$ cat config.mk
export PLATFORM = sky130hd
export DESIGN_NAME = rotor_cipher_engine
export DESIGN_NICKNAME = d
export VERILOG_FILES = /design/src/rtl/rce_pkg.sv /design/src/rtl/rce_subst_table.sv /design/src/rtl/rce_rotor_bank.sv /design/src/rtl/rce_sequencer.sv /design/src/rtl/rotor_cipher_engine.sv
export SDC_FILE = /design/constraint.sdc
export NUM_CORES = 2
export LEC_CHECK = 0
export ABC_CLOCK_PERIOD_IN_PS = 4600
export CORE_ASPECT_RATIO = 1.2
export CORE_MARGIN = 10
export CORE_UTILIZATION = 25
export DETAILED_ROUTE_END_ITERATION = 16
export DONT_BUFFER_PORTS = 1
export PLACE_DENSITY_LB_ADDON = 0.05
export REMOVE_ABC_BUFFERS = 1
export SLEW_MARGIN = 30
export SYNTH_ARGS = -nofsm -noshare
export SYNTH_HDL_FRONTEND = slang
export SYNTH_SLANG_ARGS = --single-unit
$ cat constraint.sdc
create_clock -name clk -period 4.6 [get_ports clk]
set_input_delay 0.69 -clock clk [delete_from_list [all_inputs] [get_ports clk]]
set_output_delay 0.69 -clock clk [all_outputs]
set_load 0.02 [all_outputs]
$ cat src/rtl/rce_pkg.sv
package rce_pkg;

    localparam int unsigned ALPHA = 26;
    localparam int unsigned LW    = 5;

    typedef logic [LW-1:0] letter_t;

    localparam letter_t        ALPHA_L = LW'(ALPHA);
    localparam letter_t        TOP_L   = LW'(ALPHA - 1);
    localparam logic [LW:0]    ALPHA_X = (LW+1)'(ALPHA);

    typedef enum logic [2:0] {
        CFG_PLUG = 3'd0,
        CFG_REFL = 3'd1,
        CFG_ROT0 = 3'd2,
        CFG_ROT1 = 3'd3,
        CFG_ROT2 = 3'd4,
        CFG_ROT3 = 3'd5,
        CFG_POS  = 3'd6,
        CFG_NONE = 3'd7
    } cfg_sel_e;

    typedef enum logic [3:0] {
        ST_IDLE,
        ST_PLUG_IN,
        ST_FWD_ADD,
        ST_FWD_LUT,
        ST_REFL,
        ST_BWD_ADD,
        ST_BWD_LUT,
        ST_PLUG_OUT,
        ST_EMIT
    } seq_state_e;

    function automatic logic is_letter(letter_t a);
        return a < ALPHA_L;
    endfunction

    function automatic letter_t add26(letter_t a, letter_t b);
        logic [LW:0] s;
        s = {1'b0, a} + {1'b0, b};
        if (s >= ALPHA_X) s = s - ALPHA_X;
        return s[LW-1:0];
    endfunction

    function automatic letter_t sub26(letter_t a, letter_t b);
        logic [LW:0] d;
        d = {1'b0, a} + ALPHA_X - {1'b0, b};
        if (d >= ALPHA_X) d = d - ALPHA_X;
        return d[LW-1:0];
    endfunction

endpackage

$ cat src/rtl/rce_subst_table.sv
module rce_subst_table
    import rce_pkg::*;
#(
    parameter int unsigned DEPTH = ALPHA
) (
    input  logic    clk,
    input  logic    rst,
    input  logic    we,
    input  letter_t waddr,
    input  letter_t wdata,
    input  letter_t raddr,
    output letter_t rdata
);

    letter_t mem_q [DEPTH];

    always_ff @(posedge clk) begin
        if (rst) begin
            for (int i = 0; i < DEPTH; i++) mem_q[i] <= LW'(i);
        end else if (we) begin
            mem_q[waddr] <= wdata;
        end
    end

    assign rdata = mem_q[raddr];

endmodule

$ cat src/rtl/rce_rotor_bank.sv
module rce_rotor_bank
    import rce_pkg::*;
#(
    parameter  int unsigned ROTORS = 4,
    localparam int unsigned IW     = (ROTORS > 1) ? $clog2(ROTORS) : 1
) (
    input  logic          clk,
    input  logic          rst,
    input  logic          wire_we,
    input  logic [IW-1:0] wire_rotor,
    input  letter_t       wire_addr,
    input  letter_t       wire_data,
    input  logic          pos_we,
    input  logic [IW-1:0] pos_rotor,
    input  letter_t       pos_data,
    input  logic          step,
    input  logic [IW-1:0] step_last,
    input  logic [IW-1:0] sel_rotor,
    input  logic          sel_inverse,
    input  letter_t       lut_addr,
    output letter_t       lut_data,
    output letter_t       sel_pos
);

    letter_t           pos_all [ROTORS];
    letter_t           fwd_rd  [ROTORS];
    letter_t           inv_rd  [ROTORS];
    logic [ROTORS-1:0] adv;

    // odometer carry: a rotor advances when every rotor below it wraps
    always_comb begin
        adv    = '0;
        adv[0] = step;
        for (int r = 1; r < ROTORS; r++) begin
            adv[r] = adv[r-1] && (pos_all[r-1] == TOP_L) && (IW'(r) <= step_last);
        end
    end

    for (genvar r = 0; r < ROTORS; r++) begin : g_rotor
        letter_t fwd_q [ALPHA];
        letter_t inv_q [ALPHA];
        letter_t pos_q;
        logic    wire_hit;
        logic    pos_hit;

        assign wire_hit = wire_we && (wire_rotor == IW'(r));
        assign pos_hit  = pos_we  && (pos_rotor  == IW'(r));

        // a forward entry write also records the matching inverse entry
        always_ff @(posedge clk) begin
            if (rst) begin
                for (int i = 0; i < ALPHA; i++) begin
                    fwd_q[i] <= LW'(i);
                    inv_q[i] <= LW'(i);
                end
            end else if (wire_hit) begin
                fwd_q[wire_addr] <= wire_data;
                inv_q[wire_data] <= wire_addr;
            end
        end

        always_ff @(posedge clk) begin
            if (rst)          pos_q <= '0;
            else if (pos_hit) pos_q <= pos_data;
            else if (adv[r])  pos_q <= add26(pos_q, LW'(1));
        end

        assign pos_all[r] = pos_q;
        assign fwd_rd[r]  = fwd_q[lut_addr];
        assign inv_rd[r]  = inv_q[lut_addr];
    end

    assign lut_data = sel_inverse ? inv_rd[sel_rotor] : fwd_rd[sel_rotor];
    assign sel_pos  = pos_all[sel_rotor];

endmodule

$ cat src/rtl/rce_sequencer.sv
module rce_sequencer
    import rce_pkg::*;
#(
    parameter  int unsigned ROTORS = 4,
    localparam int unsigned IW     = (ROTORS > 1) ? $clog2(ROTORS) : 1
) (
    input  logic          clk,
    input  logic          rst,
    input  logic          start,
    input  letter_t       letter_in,
    input  logic          wide_mode,
    output letter_t       tbl_addr,
    input  letter_t       plug_data,
    input  letter_t       refl_data,
    input  letter_t       rotor_data,
    input  letter_t       rotor_pos,
    output logic [IW-1:0] rotor_idx,
    output logic          rotor_inv,
    output logic          step,
    output logic [IW-1:0] step_last,
    output logic          busy,
    output logic          done,
    output letter_t       letter_out
);

    seq_state_e    state_q;
    letter_t       x_q;
    letter_t       out_q;
    logic [IW-1:0] idx_q;
    logic [IW-1:0] last_idx;
    logic          wide_q;
    logic          done_q;

    assign last_idx = wide_q ? IW'(ROTORS - 1) : IW'(ROTORS - 2);

    always_ff @(posedge clk) begin
        if (rst) begin
            state_q <= ST_IDLE;
            x_q     <= '0;
            out_q   <= '0;
            idx_q   <= '0;
            wide_q  <= 1'b0;
            done_q  <= 1'b0;
        end else begin
            done_q <= 1'b0;
            unique case (state_q)
                ST_IDLE: begin
                    if (start && is_letter(letter_in)) begin
                        x_q     <= letter_in;
                        wide_q  <= wide_mode;
                        state_q <= ST_PLUG_IN;
                    end
                end
                ST_PLUG_IN: begin
                    x_q     <= plug_data;
                    idx_q   <= '0;
                    state_q <= ST_FWD_ADD;
                end
                ST_FWD_ADD: begin
                    x_q     <= add26(x_q, rotor_pos);
                    state_q <= ST_FWD_LUT;
                end
                ST_FWD_LUT: begin
                    x_q <= sub26(rotor_data, rotor_pos);
                    if (idx_q == last_idx) begin
                        state_q <= ST_REFL;
                    end else begin
                        idx_q   <= idx_q + 1'b1;
                        state_q <= ST_FWD_ADD;
                    end
                end
                ST_REFL: begin
                    x_q     <= refl_data;
                    state_q <= ST_BWD_ADD;
                end
                ST_BWD_ADD: begin
                    x_q     <= add26(x_q, rotor_pos);
                    state_q <= ST_BWD_LUT;
                end
                ST_BWD_LUT: begin
                    x_q <= sub26(rotor_data, rotor_pos);
                    if (idx_q == '0) begin
                        state_q <= ST_PLUG_OUT;
                    end else begin
                        idx_q   <= idx_q - 1'b1;
                        state_q <= ST_BWD_ADD;
                    end
                end
                ST_PLUG_OUT: begin
                    x_q     <= plug_data;
                    state_q <= ST_EMIT;
                end
                ST_EMIT: begin
                    out_q   <= x_q;
                    done_q  <= 1'b1;
                    state_q <= ST_IDLE;
                end
                default: state_q <= ST_IDLE;
            endcase
        end
    end

    assign tbl_addr   = x_q;
    assign rotor_idx  = idx_q;
    assign rotor_inv  = (state_q == ST_BWD_ADD) || (state_q == ST_BWD_LUT);
    assign step       = (state_q == ST_EMIT);
    assign step_last  = last_idx;
    assign busy       = (state_q != ST_IDLE);
    assign done       = done_q;
    assign letter_out = out_q;

endmodule

$ cat src/rtl/rotor_cipher_engine.sv
module rotor_cipher_engine
    import rce_pkg::*;
#(
    parameter int unsigned ROTORS = 4
) (
    input  logic          clk,
    input  logic          rst,
    input  logic          start,
    input  logic [LW-1:0] letter_in,
    input  logic          four_rotor_mode,
    input  logic          cfg_we,
    input  logic [2:0]    cfg_sel,
    input  logic [LW-1:0] cfg_addr,
    input  logic [LW-1:0] cfg_data,
    output logic          busy,
    output logic          done,
    output logic [LW-1:0] letter_out
);

    localparam int unsigned IW = (ROTORS > 1) ? $clog2(ROTORS) : 1;

    logic          cfg_ok;
    logic          plug_we;
    logic          refl_we;
    logic          wire_we;
    logic          pos_we;
    logic [2:0]    rot_off;
    letter_t       tbl_addr;
    letter_t       plug_data;
    letter_t       refl_data;
    letter_t       rotor_data;
    letter_t       rotor_pos;
    logic [IW-1:0] rotor_idx;
    logic          rotor_inv;
    logic          step;
    logic [IW-1:0] step_last;

    // configuration decode: writes only while idle and in range
    assign cfg_ok  = cfg_we && !busy && is_letter(cfg_addr) && is_letter(cfg_data);
    assign rot_off = cfg_sel - 3'(CFG_ROT0);
    assign plug_we = cfg_ok && (cfg_sel == 3'(CFG_PLUG));
    assign refl_we = cfg_ok && (cfg_sel == 3'(CFG_REFL));
    assign wire_we = cfg_ok && (cfg_sel >= 3'(CFG_ROT0)) && (cfg_sel <= 3'(CFG_ROT3))
                     && (int'(rot_off) < int'(ROTORS));
    assign pos_we  = cfg_ok && (cfg_sel == 3'(CFG_POS)) && (int'(cfg_addr) < int'(ROTORS));

    rce_subst_table #(.DEPTH(ALPHA)) u_plug (
        .clk   (clk),
        .rst   (rst),
        .we    (plug_we),
        .waddr (cfg_addr),
        .wdata (cfg_data),
        .raddr (tbl_addr),
        .rdata (plug_data)
    );

    rce_subst_table #(.DEPTH(ALPHA)) u_refl (
        .clk   (clk),
        .rst   (rst),
        .we    (refl_we),
        .waddr (cfg_addr),
        .wdata (cfg_data),
        .raddr (tbl_addr),
        .rdata (refl_data)
    );

    rce_rotor_bank #(.ROTORS(ROTORS)) u_rotors (
        .clk         (clk),
        .rst         (rst),
        .wire_we     (wire_we),
        .wire_rotor  (rot_off[IW-1:0]),
        .wire_addr   (cfg_addr),
        .wire_data   (cfg_data),
        .pos_we      (pos_we),
        .pos_rotor   (cfg_addr[IW-1:0]),
        .pos_data    (cfg_data),
        .step        (step),
        .step_last   (step_last),
        .sel_rotor   (rotor_idx),
        .sel_inverse (rotor_inv),
        .lut_addr    (tbl_addr),
        .lut_data    (rotor_data),
        .sel_pos     (rotor_pos)
    );

    rce_sequencer #(.ROTORS(ROTORS)) u_seq (
        .clk        (clk),
        .rst        (rst),
        .start      (start),
        .letter_in  (letter_in),
        .wide_mode  (four_rotor_mode),
        .tbl_addr   (tbl_addr),
        .plug_data  (plug_data),
        .refl_data  (refl_data),
        .rotor_data (rotor_data),
        .rotor_pos  (rotor_pos),
        .rotor_idx  (rotor_idx),
        .rotor_inv  (rotor_inv),
        .step       (step),
        .step_last  (step_last),
        .busy       (busy),
        .done       (done),
        .letter_out (letter_out)
    );

endmodule

==> flow_summary.yaml <==
synth:
  yosysTopAreaCell: "edfxtp_1"
  synth-seq-cells: 1643
  syn_area_mm2: 0.07449
  yosysWarningCount: 0
  synthTopCellsByArea: "edfxtp_1, mux4_2, nor2_1"
  yosysUniqueCellTypes: 68
  synthArstFlopShare: 0
  syn_area_per_cell_um2: 14.17
  synth_edf_count: 1600
  dominantRegCellSynth: "edfxtp_1"
  yosysSeqAreaShare: 0.6566
  synth_top_area_share: 0.6450
  synthCells: 5257
sta:
  finalSetupTns_ns: -5.124
  drv_slew: 0
  hold_viol: 0
  worst_slew_pin_slew_ns: 0.9827
  setup_viol: 8
  rsz0062_at_grt: "yes"
  slew_headroom: 0.3424
  min_period_over_period: 1.163
  worst_slack_ns: -0.7513
  worst_clock_skew_ns: 0.06293
  fmax_mhz: 186.9
  period_minus_slack_ns: 5.351
clock_tree:
  cts_buffers: 203
  clk_pin_slew_worst_paths_ns: 0.06
  clockBufferDepth: 4
  numClockSinks: 1643
  cts_tree: "built"
  ctsRootBufferMaster: "clkbuf_16"
  h-tree-depth: 4
  clk_latency_ns: 0.91
finish:
  fill_cells: 29882
  final_nets: 6143
  regArea_mm2: 0.04893
  multiInputGateArea_mm2: 0.02498
  post-route-util: 0.3118
  area_delta_synth_final_pct: 24.09
  final_layout_size_suffix_gt1_frac: 0.2603
worst_setup_path:
  worstSetupEndpointType: "flip-flop"
  cp_slowest_cell: "mux4_2"
  critPathKind: "reg -> reg"
  startpoint_type: "flip-flop"
  worstPathArrival_ns: 6.14
  reg2reg_slack_ns: -0.75
  cp.required_ns: 5.39
  path_max_fanout: 17
  crit_path_max_incr_delay_ns: 0.61
  worstPathCellList: "buf_12 -> buf_16 -> buf_16 -> buf_4 -> mux4_2 -> mux4_2 -> mux4_2 -> o22ai_2 -> nor2_4 -> ha_4 -> inv_2 -> fa_2 -> buf_4 -> xnor2_2 -> buf_4 -> or3_1 -> o32a_1 -> o211ai_1 -> or4_1 -> a32o_2"
pwr:
  power_density_mw_per_mm2: 418.0
  p_leak_uw: 0.02922
  pwr-share-comb: 0.151
  vdd_drop_max_v: 0.0002673
  switching_share: 0.2591
  totalPowerFinal_uw: 38630
  p_switching_uw: 10010
  power_frac_clock: 0.408
  sequentialPowerShare: 0.442
  p_int_uw: 28620
global_route:
  grt_pass1_wl_um: 432500
  antenna_found_initial: 24
  grt_usage: 0.1918
  grt_pass1_vias: 50244
  grt.overflow.total: 0
  grt_max_degree: 105
die:
  dieHeight_um: 618.0
  initial_core_util: 0.2512
  core_area_mm2: 0.2965
  num_rows: 219
  die_area_mm2: 0.3203
  io_pins: 30
  die-width_um: 518.3
drt:
  dr.pass1.iters: 5
  drtIter0Drc: 4605
  antenna_left: 0
  wl_per_cell_um: 30.92
  drc: 0
  routed_wl_um: 316000
  vias_per_cell: 4.741
  via_count: 48446
place:
  place.gp.congestion: 0.8172
  portBuffers: 0
  dp_hpwl_um: 220300
run_status:
  violations: "setup timing"
  status: "complete, but fails checks"
flow_run:
  cap_violations: 0
min_path:
  hold_path_class: "in -> reg"
## state kept, by name, indices dropped and copies added, names as in the netlist, named ones only
name	flops
u_rotors.g_rotor.fwd_q	640
u_rotors.g_rotor.inv_q	640
u_plug.mem_q	160
u_refl.mem_q	160
u_rotors.g_rotor.pos_q	20
u_seq.letter_out	5
u_seq.tbl_addr	5
u_seq.state_q	4
u_seq.rotor_idx	2
u_seq.done	1
u_seq.wide_q	1
## worst max-delay path: cells and delay by family, from the launching register on
family / cells / cell delay, ns
buffers and inverters: 7 / 0.95
AOI/OAI and AO/OA: 4 / 0.70
adders and majority gates: 2 / 0.63
xor gates and xnor gates: 1 / 0.13
and+or+nand+nor: 3 / 0.69
DFF: 1 / 0.41
muxes: 3 / 1.69
## stage by stage
| stage | worst slack [ns] | area [µm²] | hold WS (ns) | cells |
|---|---|---|---|---|
| 5_1_grt | -0.9083 | 92410 | 0.02513 | 10211 |
| 4_1_cts | -0.7685 | 92150 | 0.001803 | 10188 |
| 3_3_place_gp | -1.151 | 84870 | 0.5136 | 9788 |
| 6_report | -0.7513 | 92430 | 0.08037 | 10218 |
| 2_1_floorplan | -15.94 | 73590 | 0.4400 | 5096 |
| 3_5_place_dp | -1.208 | 84880 | 0.5277 | 9788 |
## layout by cell type, fill, tap and decap left out, types with 10 or more instances in the layout
master     synthesis  final
clkbuf_1         300     43
nand2b_1          11     11
nand2_1          798    789
and2_1            18     12
bufinv_16          0     18
nand3_1           29     27
nor2b_1           17     14
dfxtp_1           43     36
diode_2            0     12
edfxtp_1        1600   1600
or2_2             12     12
and3_1           154    153
xnor2_1           15     13
a21oi_1           66     58
buf_4             19    669
clkinv_1           1     55
clkbuf_16          0    204
a211oi_1          16     14
clkinv_2           0     18
mux2i_1           42     39
a22oi_1           34     32
inv_1             33     27
buf_6             15     11
nor3_1            35     33
or3_1            118    118
mux4_2           470    470
o22ai_1           12     10
buf_12             0     79
conb_1             1    300
o21ai_0          285    278
nor2_1           799    790
o21ai_1           17     17
ha_1              35     31
## what timing repair did
action | CTS | global route
cloned | 4 | 0
resized for setup | 79 | 35
pin swaps | 21 | 21
hold endpoints to repair | 321 | 1
buffers inserted | 29 | 21
setup endpoints to repair | 8 | 8
hold buffers | 17 | 1
## synth_stat cells (all sizes together), types with 12 or more instances
library cell  number
nand2            798
buf              160
xnor2             15
and2              18
inv               33
o21ai            302
mux2i             42
or3              118
nand3             29
nor2b             17
edfxtp          1600
or2               12
a211oi            16
o22ai             12
ha                35
a22oi             34
dfxtp             43
a21oi             66
clkbuf           300
nor2             799
nor3              35
mux4             470
and3             154
## final cells by class
cell class	count	share of cell area
Inverter	34	0.001530
Timing Repair Buffer	782	0.07739
Sequential cell	1643	0.5293
Clock inverter	100	0.009976
Antenna cell	12	0.0003249
Multi-Input combinational cell	3419	0.2702
Clock buffer	250	0.05742
Tap cell	3978	0.05385
## cell families (layout without fill, tap and decap cells)
| family | count (synthesis) | count (layout) | synth area share |
|---|---|---|---|
| xor gates and xnor gates | 18 | 18 | 0.002117 |
| buffers and inverters | 494 | 1166 | 0.02889 |
| AOI/OAI and AO/OA | 511 | 511 | 0.03983 |
| and+or+nand+nor | 2033 | 2033 | 0.1172 |
| adders and majority gates | 37 | 37 | 0.006416 |
| muxes | 520 | 520 | 0.1490 |
| other | 1 | 312 | 0.00005034 |
| DFF | 1643 | 1643 | 0.6566 |
## layer usage
layer  vias to the layer above  GRT usage  wire length [µm]
li1                      21154          -                 -
met1                     25573     0.2360            127300
met2                      1316     0.3485            164100
met3                       403    0.02240             12760
met4                         0    0.06272             11850
met5                         -          0                 0
## worst paths after layout
kind	start	to	cells past startpoint
worst min register to register	u_seq.tbl_addr[4]	u_seq.letter_out[4]	2
worst min-delay path	cfg_addr[2]	u_rotors.g_rotor[0].inv_q[31][2]	1
worst max register to register	flip-flop	flip-flop	20
worst max-delay path	flip-flop	flip-flop	20
## power groups by stage
stage / combinational, µW / clock, µW / sequential (µW)
final: 5820 / 15800 / 17100
after global routing: 6130 / 16800 / 17100
after CTS: 5850 / 16200 / 17100
after detailed placement: 5380 / 0 / 17400
after global placement: 5390 / 0 / 17400
after floorplan: 3380 / 0 / 17700
No activity file was read; power rests on OpenSTA's default activity.
